`config.mk`:
```
export PLATFORM = sky130hd
export DESIGN_NAME = i2c_bit_engine
export DESIGN_NICKNAME = d
export VERILOG_FILES = /design/src/rtl/i2c_bit_pkg.sv /design/src/rtl/i2c_bit_sync.sv /design/src/rtl/i2c_bit_timer.sv /design/src/rtl/i2c_bit_prog.sv /design/src/rtl/i2c_bit_engine.sv
export SDC_FILE = /design/constraint.sdc
export NUM_CORES = 1
export LEC_CHECK = 0
export BUFFER_PORTS_ARGS = -buffer_cell sky130_fd_sc_hd__buf_4
export CAP_MARGIN = 40
export CORE_MARGIN = 2
export CORE_UTILIZATION = 48
export CTS_CLUSTER_DIAMETER = 50
export DETAILED_ROUTE_END_ITERATION = 10
export PLACE_DENSITY_LB_ADDON = 0.08
export REMOVE_ABC_BUFFERS = 1
export SKIP_CTS_REPAIR_TIMING = 1
export SLEW_MARGIN = 20
export SYNTH_ARGS = -nofsm -noshare
export SYNTH_HDL_FRONTEND = slang
export SYNTH_SLANG_ARGS = --single-unit
```
`constraint.sdc`:
```
create_clock -name clk_i -period 3.8 [get_ports clk_i]
set_clock_uncertainty 0.05 [all_clocks]
set_input_delay 0.57 -clock clk_i [delete_from_list [all_inputs] [get_ports clk_i]]
set_output_delay 0.57 -clock clk_i [all_outputs]
set_load 0.005 [all_outputs]
```
`src/rtl/i2c_bit_pkg.sv`:
```
package i2c_bit_pkg;

  typedef enum logic [1:0] {
    CMD_START = 2'b00,
    CMD_STOP  = 2'b01,
    CMD_WRITE = 2'b10,
    CMD_READ  = 2'b11
  } cmd_e;

  typedef enum logic [3:0] {
    OP_DLY1, OP_DLY2, OP_SCL_LO, OP_SCL_REL, OP_SDA_LO, OP_SDA_REL,
    OP_SDA_BIT, OP_SDA_MORE, OP_WAIT_HI, OP_LOOP, OP_START_CHK,
    OP_STOP_CHK, OP_SAMPLE_BIT, OP_SAMPLE_ACK, OP_FINISH
  } op_e;

  localparam int PC_W = 5;
  localparam logic [PC_W-1:0] PC_START_RETRY = 5'd3;
  localparam logic [PC_W-1:0] PC_STOP_RETRY  = 5'd7;

endpackage

```
`src/rtl/i2c_bit_sync.sv`:
```
module i2c_bit_sync #(
  parameter int W = 2
) (
  input  logic         clk_i,
  input  logic         rst_ni,
  input  logic [W-1:0] d_i,
  output logic [W-1:0] q_o
);
  for (genvar i = 0; i < W; i++) begin : g_bit
    logic meta, stab;
    always_ff @(posedge clk_i or negedge rst_ni) begin
      if (!rst_ni) begin
        meta <= 1'b1;
        stab <= 1'b1;
      end else begin
        meta <= d_i[i];
        stab <= meta;
      end
    end
    assign q_o[i] = stab;
  end
endmodule

```
`src/rtl/i2c_bit_timer.sv`:
```
module i2c_bit_timer #(
  parameter int W = 9
) (
  input  logic         clk_i,
  input  logic         rst_ni,
  input  logic         load_i,
  input  logic [W-1:0] val_i,
  output logic         idle_o
);
  logic [W-1:0] cnt;

  always_ff @(posedge clk_i or negedge rst_ni) begin
    if (!rst_ni)          cnt <= '0;
    else if (load_i)      cnt <= val_i;
    else if (cnt != '0)   cnt <= cnt - 1'b1;
  end

  assign idle_o = (cnt == '0);
endmodule

```
`src/rtl/i2c_bit_prog.sv`:
```
module i2c_bit_prog
  import i2c_bit_pkg::*;
(
  input  cmd_e            cmd_i,
  input  logic [PC_W-1:0] pc_i,
  output op_e             op_o
);
  always_comb begin
    op_o = OP_FINISH;
    unique case (cmd_i)
      CMD_START: case (pc_i)
        5'd0:  op_o = OP_SCL_REL;
        5'd1:  op_o = OP_DLY1;
        5'd2:  op_o = OP_SDA_REL;
        5'd3:  op_o = OP_DLY1;
        5'd4:  op_o = OP_START_CHK;
        5'd5:  op_o = OP_DLY1;
        5'd6:  op_o = OP_SCL_REL;
        5'd7:  op_o = OP_WAIT_HI;
        5'd8:  op_o = OP_SDA_LO;
        5'd9:  op_o = OP_DLY1;
        5'd10: op_o = OP_SCL_LO;
        5'd11: op_o = OP_DLY1;
        default: op_o = OP_FINISH;
      endcase
      CMD_STOP: case (pc_i)
        5'd0:  op_o = OP_SCL_LO;
        5'd1:  op_o = OP_DLY1;
        5'd2:  op_o = OP_SDA_LO;
        5'd3:  op_o = OP_DLY1;
        5'd4:  op_o = OP_SCL_REL;
        5'd5:  op_o = OP_WAIT_HI;
        5'd6:  op_o = OP_SDA_REL;
        5'd7:  op_o = OP_DLY1;
        5'd8:  op_o = OP_STOP_CHK;
        default: op_o = OP_FINISH;
      endcase
      CMD_WRITE: case (pc_i)
        5'd0:  op_o = OP_DLY1;
        5'd1:  op_o = OP_SDA_BIT;
        5'd2:  op_o = OP_DLY1;
        5'd3:  op_o = OP_SCL_REL;
        5'd4:  op_o = OP_WAIT_HI;
        5'd5:  op_o = OP_SCL_LO;
        5'd6:  op_o = OP_LOOP;
        5'd7:  op_o = OP_DLY1;
        5'd8:  op_o = OP_SDA_REL;
        5'd9:  op_o = OP_DLY1;
        5'd10: op_o = OP_SCL_REL;
        5'd11: op_o = OP_WAIT_HI;
        5'd12: op_o = OP_SAMPLE_ACK;
        5'd13: op_o = OP_DLY2;
        5'd14: op_o = OP_SCL_LO;
        5'd15: op_o = OP_DLY2;
        default: op_o = OP_FINISH;
      endcase
      CMD_READ: case (pc_i)
        5'd0:  op_o = OP_SCL_REL;
        5'd1:  op_o = OP_WAIT_HI;
        5'd2:  op_o = OP_SAMPLE_BIT;
        5'd3:  op_o = OP_SCL_LO;
        5'd4:  op_o = OP_DLY2;
        5'd5:  op_o = OP_LOOP;
        5'd6:  op_o = OP_DLY1;
        5'd7:  op_o = OP_SDA_MORE;
        5'd8:  op_o = OP_DLY1;
        5'd9:  op_o = OP_SCL_REL;
        5'd10: op_o = OP_WAIT_HI;
        5'd11: op_o = OP_SCL_LO;
        5'd12: op_o = OP_DLY1;
        5'd13: op_o = OP_SDA_REL;
        5'd14: op_o = OP_DLY1;
        default: op_o = OP_FINISH;
      endcase
      default: op_o = OP_FINISH;
    endcase
  end
endmodule

```
`src/rtl/i2c_bit_engine.sv`:
```
module i2c_bit_engine
  import i2c_bit_pkg::*;
#(
  parameter int QW              = 12,
  parameter int STRETCH_TIMEOUT = 64,
  parameter int START_RETRIES   = 3,
  parameter int STOP_CHECKS     = 3
) (
  input  logic          clk_i,
  input  logic          rst_ni,
  input  logic          cmd_valid_i,
  input  logic [1:0]    cmd_i,
  input  logic [7:0]    wdata_i,
  input  logic          more_i,
  input  logic [QW-1:0] quarter_i,
  input  logic          scl_i,
  input  logic          sda_i,
  output logic          scl_low_o,
  output logic          sda_low_o,
  output logic          done_o,
  output logic          success_o,
  output logic          ack_o,
  output logic [7:0]    rdata_o
);
  localparam int TW   = QW + 1;
  localparam int AW   = $clog2(STRETCH_TIMEOUT + (1 << QW) + 1) + 1;
  localparam int RMAX = (START_RETRIES > STOP_CHECKS) ? START_RETRIES : STOP_CHECKS;
  localparam int RW   = $clog2(RMAX + 1) + 1;
  localparam logic [AW-1:0] TMO       = AW'(STRETCH_TIMEOUT);
  localparam logic [RW-1:0] START_LIM = RW'(START_RETRIES);
  localparam logic [RW-1:0] STOP_LIM  = RW'(STOP_CHECKS - 1);

  logic            busy;
  cmd_e            cmd_q;
  logic [PC_W-1:0] pc;
  logic [QW-1:0]   q_q;
  logic [2:0]      bit_idx;
  logic [7:0]      shreg;
  logic            more_q, ack_q, wh_armed;
  logic [AW-1:0]   acc, acc_nxt;
  logic [RW-1:0]   rty;
  logic            scl_s, sda_s;
  logic            tmr_idle, tmr_load, step;
  logic [TW-1:0]   tmr_val, q1, q2;
  logic            fail_now, fin_now;
  op_e             op;

  i2c_bit_sync #(.W(2)) u_sync (
    .clk_i (clk_i),
    .rst_ni(rst_ni),
    .d_i   ({scl_i, sda_i}),
    .q_o   ({scl_s, sda_s})
  );

  i2c_bit_timer #(.W(TW)) u_tmr (
    .clk_i (clk_i),
    .rst_ni(rst_ni),
    .load_i(tmr_load),
    .val_i (tmr_val),
    .idle_o(tmr_idle)
  );

  i2c_bit_prog u_prog (
    .cmd_i(cmd_q),
    .pc_i (pc),
    .op_o (op)
  );

  assign q1      = (q_q == '0) ? TW'(1) : TW'(q_q);
  assign q2      = q1 << 1;
  assign acc_nxt = acc + AW'(q1);
  assign step    = busy && tmr_idle;

  always_comb begin
    tmr_load = 1'b0;
    tmr_val  = '0;
    fail_now = 1'b0;
    fin_now  = 1'b0;
    if (step) begin
      case (op)
        OP_DLY1: begin tmr_load = 1'b1; tmr_val = q1 - 1'b1; end
        OP_DLY2: begin tmr_load = 1'b1; tmr_val = q2 - 1'b1; end
        OP_WAIT_HI: begin
          if (!wh_armed) begin
            tmr_load = 1'b1;
            tmr_val  = q1 - 1'b1;
          end else if (!scl_s) begin
            if (acc_nxt > TMO) fail_now = 1'b1;
            else begin
              tmr_load = 1'b1;
              tmr_val  = q1 - 1'b1;
            end
          end
        end
        OP_START_CHK: fail_now = !sda_s && (rty == START_LIM);
        OP_STOP_CHK: begin
          fin_now  = sda_s;
          fail_now = !sda_s && (rty == STOP_LIM);
        end
        OP_FINISH: fin_now = 1'b1;
        default: ;
      endcase
    end
  end

  always_ff @(posedge clk_i or negedge rst_ni) begin
    if (!rst_ni) begin
      busy      <= 1'b0;
      cmd_q     <= CMD_START;
      pc        <= '0;
      q_q       <= '0;
      bit_idx   <= '0;
      shreg     <= '0;
      more_q    <= 1'b0;
      ack_q     <= 1'b0;
      wh_armed  <= 1'b0;
      acc       <= '0;
      rty       <= '0;
      scl_low_o <= 1'b0;
      sda_low_o <= 1'b0;
      done_o    <= 1'b0;
      success_o <= 1'b0;
      ack_o     <= 1'b0;
      rdata_o   <= '0;
    end else begin
      done_o <= 1'b0;
      if (!busy) begin
        if (cmd_valid_i) begin
          busy     <= 1'b1;
          cmd_q    <= cmd_e'(cmd_i);
          pc       <= '0;
          q_q      <= quarter_i;
          shreg    <= wdata_i;
          more_q   <= more_i;
          bit_idx  <= 3'd7;
          rty      <= '0;
          ack_q    <= 1'b0;
          wh_armed <= 1'b0;
        end
      end else if (fail_now) begin
        busy      <= 1'b0;
        wh_armed  <= 1'b0;
        done_o    <= 1'b1;
        success_o <= 1'b0;
        if (cmd_q == CMD_WRITE) ack_o <= 1'b0;
      end else if (fin_now) begin
        busy      <= 1'b0;
        done_o    <= 1'b1;
        success_o <= (cmd_q == CMD_WRITE) ? ack_q : 1'b1;
        if (cmd_q == CMD_WRITE) ack_o <= ack_q;
        if (cmd_q == CMD_READ) rdata_o <= shreg;
      end else if (step) begin
        case (op)
          OP_DLY1, OP_DLY2: pc <= pc + 1'b1;
          OP_SCL_LO:   begin scl_low_o <= 1'b1; pc <= pc + 1'b1; end
          OP_SCL_REL:  begin scl_low_o <= 1'b0; pc <= pc + 1'b1; end
          OP_SDA_LO:   begin sda_low_o <= 1'b1; pc <= pc + 1'b1; end
          OP_SDA_REL:  begin sda_low_o <= 1'b0; pc <= pc + 1'b1; end
          OP_SDA_BIT: begin
            sda_low_o <= !shreg[7];
            shreg     <= {shreg[6:0], 1'b0};
            pc        <= pc + 1'b1;
          end
          OP_SDA_MORE: begin sda_low_o <= more_q; pc <= pc + 1'b1; end
          OP_WAIT_HI: begin
            if (!wh_armed) begin
              wh_armed <= 1'b1;
              acc      <= '0;
            end else if (scl_s) begin
              wh_armed <= 1'b0;
              pc       <= pc + 1'b1;
            end else begin
              acc <= acc_nxt;
            end
          end
          OP_LOOP: begin
            if (bit_idx != 3'd0) begin
              bit_idx <= bit_idx - 1'b1;
              pc      <= '0;
            end else begin
              pc <= pc + 1'b1;
            end
          end
          OP_START_CHK: begin
            if (sda_s) pc <= pc + 1'b1;
            else begin
              rty <= rty + 1'b1;
              pc  <= PC_START_RETRY;
            end
          end
          OP_STOP_CHK: begin
            rty <= rty + 1'b1;
            pc  <= PC_STOP_RETRY;
          end
          OP_SAMPLE_BIT: begin shreg <= {shreg[6:0], sda_s}; pc <= pc + 1'b1; end
          OP_SAMPLE_ACK: begin ack_q <= !sda_s; pc <= pc + 1'b1; end
          default: ;
        endcase
      end
    end
  end

endmodule


```
==> results.ini <==
[flow_run]
cap_viol_max_count=0

[critical_path]
worstSetupStartpointType=flop
critPathMostFrequentCell=buf_6
crit_family=simple AND/OR/NAND/NOR gates
required_ns=3.99
crit_path_max_fanout=5
critical_path_buf_inv_count=4
arrival_ns=4.26
critPathSlowestCell=or4_4
path_cells=or4_4, nor4_2, buf_4, a21oi_4, inv_2, ha_4, maj3_2, o2111a_2, buf_6, o21ai_4, a211oi_2, o211a_1, a311oi_2, or2_4, nor4_4, buf_6, mux2_4
worstSetupPathType=reg2reg
slowest_delay_ns=0.54
critPathCaptureType=flop

[timing]
rsz0062_at_grt=yes
min_period_ns=4.07
fmax_mhz=246
setup_ws_ns=-0.271
setup_viol=43
fin_crit_sh_pct=107
finalHoldViolCount=0
hold_ws_ns=0.0832
slew_viol_final=0
worstMarginPinSlew_ns=0.639
tns_ns=-6.57
relSlewSlack_pct=57.0

[clocking]
cts_sinks=81
htree_num_levels=3
cts_tree=built
cts_root_buffer=clkbuf_16
clkTransAtPathRegs_ns=0.06
clk_latency_ns=0.35
cts_max_path_buffers=2
numCtsBuffers=9

[die]
initial_utilization_pct=49.3
ioPinCount=41
die-width_um=112
rows=39
fp.coreArea_um2=11500
die-area_um2=12700
die_y_um=112

[outcome]
violations=negative setup slack
run_status=finished with violations

[placed_design]
io_buffers=40
gp_congestion=0.920
place_area_um2=6340
dp_hpwl_um=10800

[global_routing]
overflow=0
grt_pass1_wl_um=24300
grt_pass1_vias=4860
antenna_found_initial=0
grt_max_degree=57
grtUsageTotal_pct=23.9

[drt]
first_iter_violations=351
drtPass1Iterations=5
ant_nets=0
via_per_inst=5.90
post_drt_wl_per_cell_um=17.3
drc=0
via_count=5060
finalWirelength_um=14900

[cells_and_area]
nNetsFinal=758
multi_input_area_um2=3640
fillers=966
layout-drive-gt1-share_pct=30.3
stdcell_area_um2=7100
area_growth_pct=25.7
seq_area_um2=2030
final_core_util_pct=61.9
antenna_cells=0

[yosys]
synth_seq_area_share_pct=36.0
synth_area_leaders=dfrtp_1 34%, nand2_1 6.0%, mux2_2 4.6%
synth_cells=646
synth-edff-count=0
yosys.cell_count.top_type=nand2_1
yosysUniqueCellTypes=73
ys.flop_type=dfrtp_1
synth_top_cell_area_share_pct=34.1
yosys_warnings=0
synth.avg_cell_area_um2=8.74
synth.cell_area_um2=5650
ys_seq_elements=81
synth-async-reset-ratio_pct=100
synthTopCellsByCount=90 x nand2_1, 77 x dfrtp_1, 36 x a21oi_1
synthDominantAreaCellType=dfrtp_1

[power_and_ir_drop]
p_sw_mw=2.01
pwr-share-comb_pct=52.5
leakage_nw=3.12
switching_share_pct=42.4
ir_worst_vdd_uv=397
p_per_area_nw_per_um2=667
p_int_mw=2.73
pwr-share-seq_pct=28.2
power.share.clock_pct=19.3

[min_path]
holdCritPathClass=in2async

==> worst reg2reg max path, stage by stage (launching register included) <==
cell	delay (ns)
dfrtp_1	0.39
or4_4	0.54
nor4_2	0.24
buf_4	0.17
a21oi_4	0.06
inv_2	0.08
ha_4	0.16
maj3_2	0.19
o2111a_2	0.24
buf_6	0.12
o21ai_4	0.05
a211oi_2	0.24
o211a_1	0.22
a311oi_2	0.14
or2_4	0.32
nor4_4	0.27
buf_6	0.17
mux2_4	0.30
==> cells in the final DEF, fill, tap and decap left out, types with 13 or more instances in the layout <==
cell	n
nor2_1	33
ha_1	17
nand2_1	88
mux2_2	18
a21oi_1	31
dfrtp_1	77
buf_4	89
inv_1	26
nor3_1	14
mux2_4	13
nor2b_1	16
nand3_1	14
o21ai_0	21
==> cell families (layout without fill, tap and decap cells) <==
family          count (synthesis)  after routing  synth area share, %
fa+ha+maj                      21             21                 4.63
flops                          81             81                 36.0
compound gates                165            165                 20.4
buf+inv                        77            146                 5.82
simple gates                  238            238                 21.1
mux                            42             42                 8.66
xor+xnor                       22             22                 3.41
==> flip-flops by register name, indices dropped and copies added, names as in the netlist, 2 cells and up <==
| name | count |
|---|---|
| pc | 5 |
| shreg | 8 |
| u_sync.g_bit.stab | 2 |
| u_tmr.cnt | 13 |
| rdata_o | 8 |
| cmd_q | 2 |
| u_sync.g_bit.meta | 2 |
| bit_idx | 3 |
| q_q | 12 |
| acc | 14 |
| rty | 3 |
==> power groups by stage <==
stage	Combinational (mW)	Sequential, mW	Clock (mW)
floorplan	1.44	1.35	0
global placement	2.22	1.33	0
detailed placement	2.24	1.34	0
CTS	2.25	1.33	0.933
global route	2.72	1.38	0.965
finish	2.49	1.34	0.913
==> final timing paths <==
| path | from | to | slack, ns | cells after the start |
|---|---|---|---|---|
| worst max-delay path | q_q[10]$_DFFE_PN0P_ | acc[4]$_DFFE_PN0P_ | -0.27 | 17 |
| worst min-delay path | rst_ni | u_tmr.cnt[3]$_DFFE_PN0P_ | 0.08 | 1 |
| worst max register to register | q_q[10]$_DFFE_PN0P_ | acc[4]$_DFFE_PN0P_ | -0.27 | 17 |
| worst min register to register | u_sync.g_bit[1].meta$_DFF_PN1_ | u_sync.g_bit[1].stab$_DFF_PN1_ | 0.31 | 0 |
| max in group asynchronous | rst_ni | u_sync.g_bit[1].stab$_DFF_PN1_ | 2.97 | 2 |
| min in group clk_i | scl_i | u_sync.g_bit[1].meta$_DFF_PN1_ | 0.27 | 1 |
==> through the flow <==
step                      std cells  power, mW  setup WS, ns
after floorplan                 598       2.79        -0.601
after global placement          834       3.54        -0.396
after detailed placement        835       3.58        -0.533
after CTS                       851       4.51        -0.567
after global routing            858       5.07        -0.431
final                           858       4.74        -0.271
==> layer usage <==
layer	part of all wire, %	track usage, %	wire [um]	vias up
met3	4.1	3.89	617	17
met2	45	35.4	6660	134
met1	49	34.7	7330	2441
met5	0	0	0	-
li1	-	-	-	2468
met4	1.8	9.92	275	0
==> layout make-up <==
type                       instances  share of cell area, %
sequential                        81                   28.6
clock inverter                     6                   1.04
multi-input combinational        488                   51.2
tap                              143                   2.52
inverter                          29                   1.53
clock buffer                      10                   3.37
timing repair buffer             101                   11.7
No activity file was read; power rests on OpenSTA's default activity.
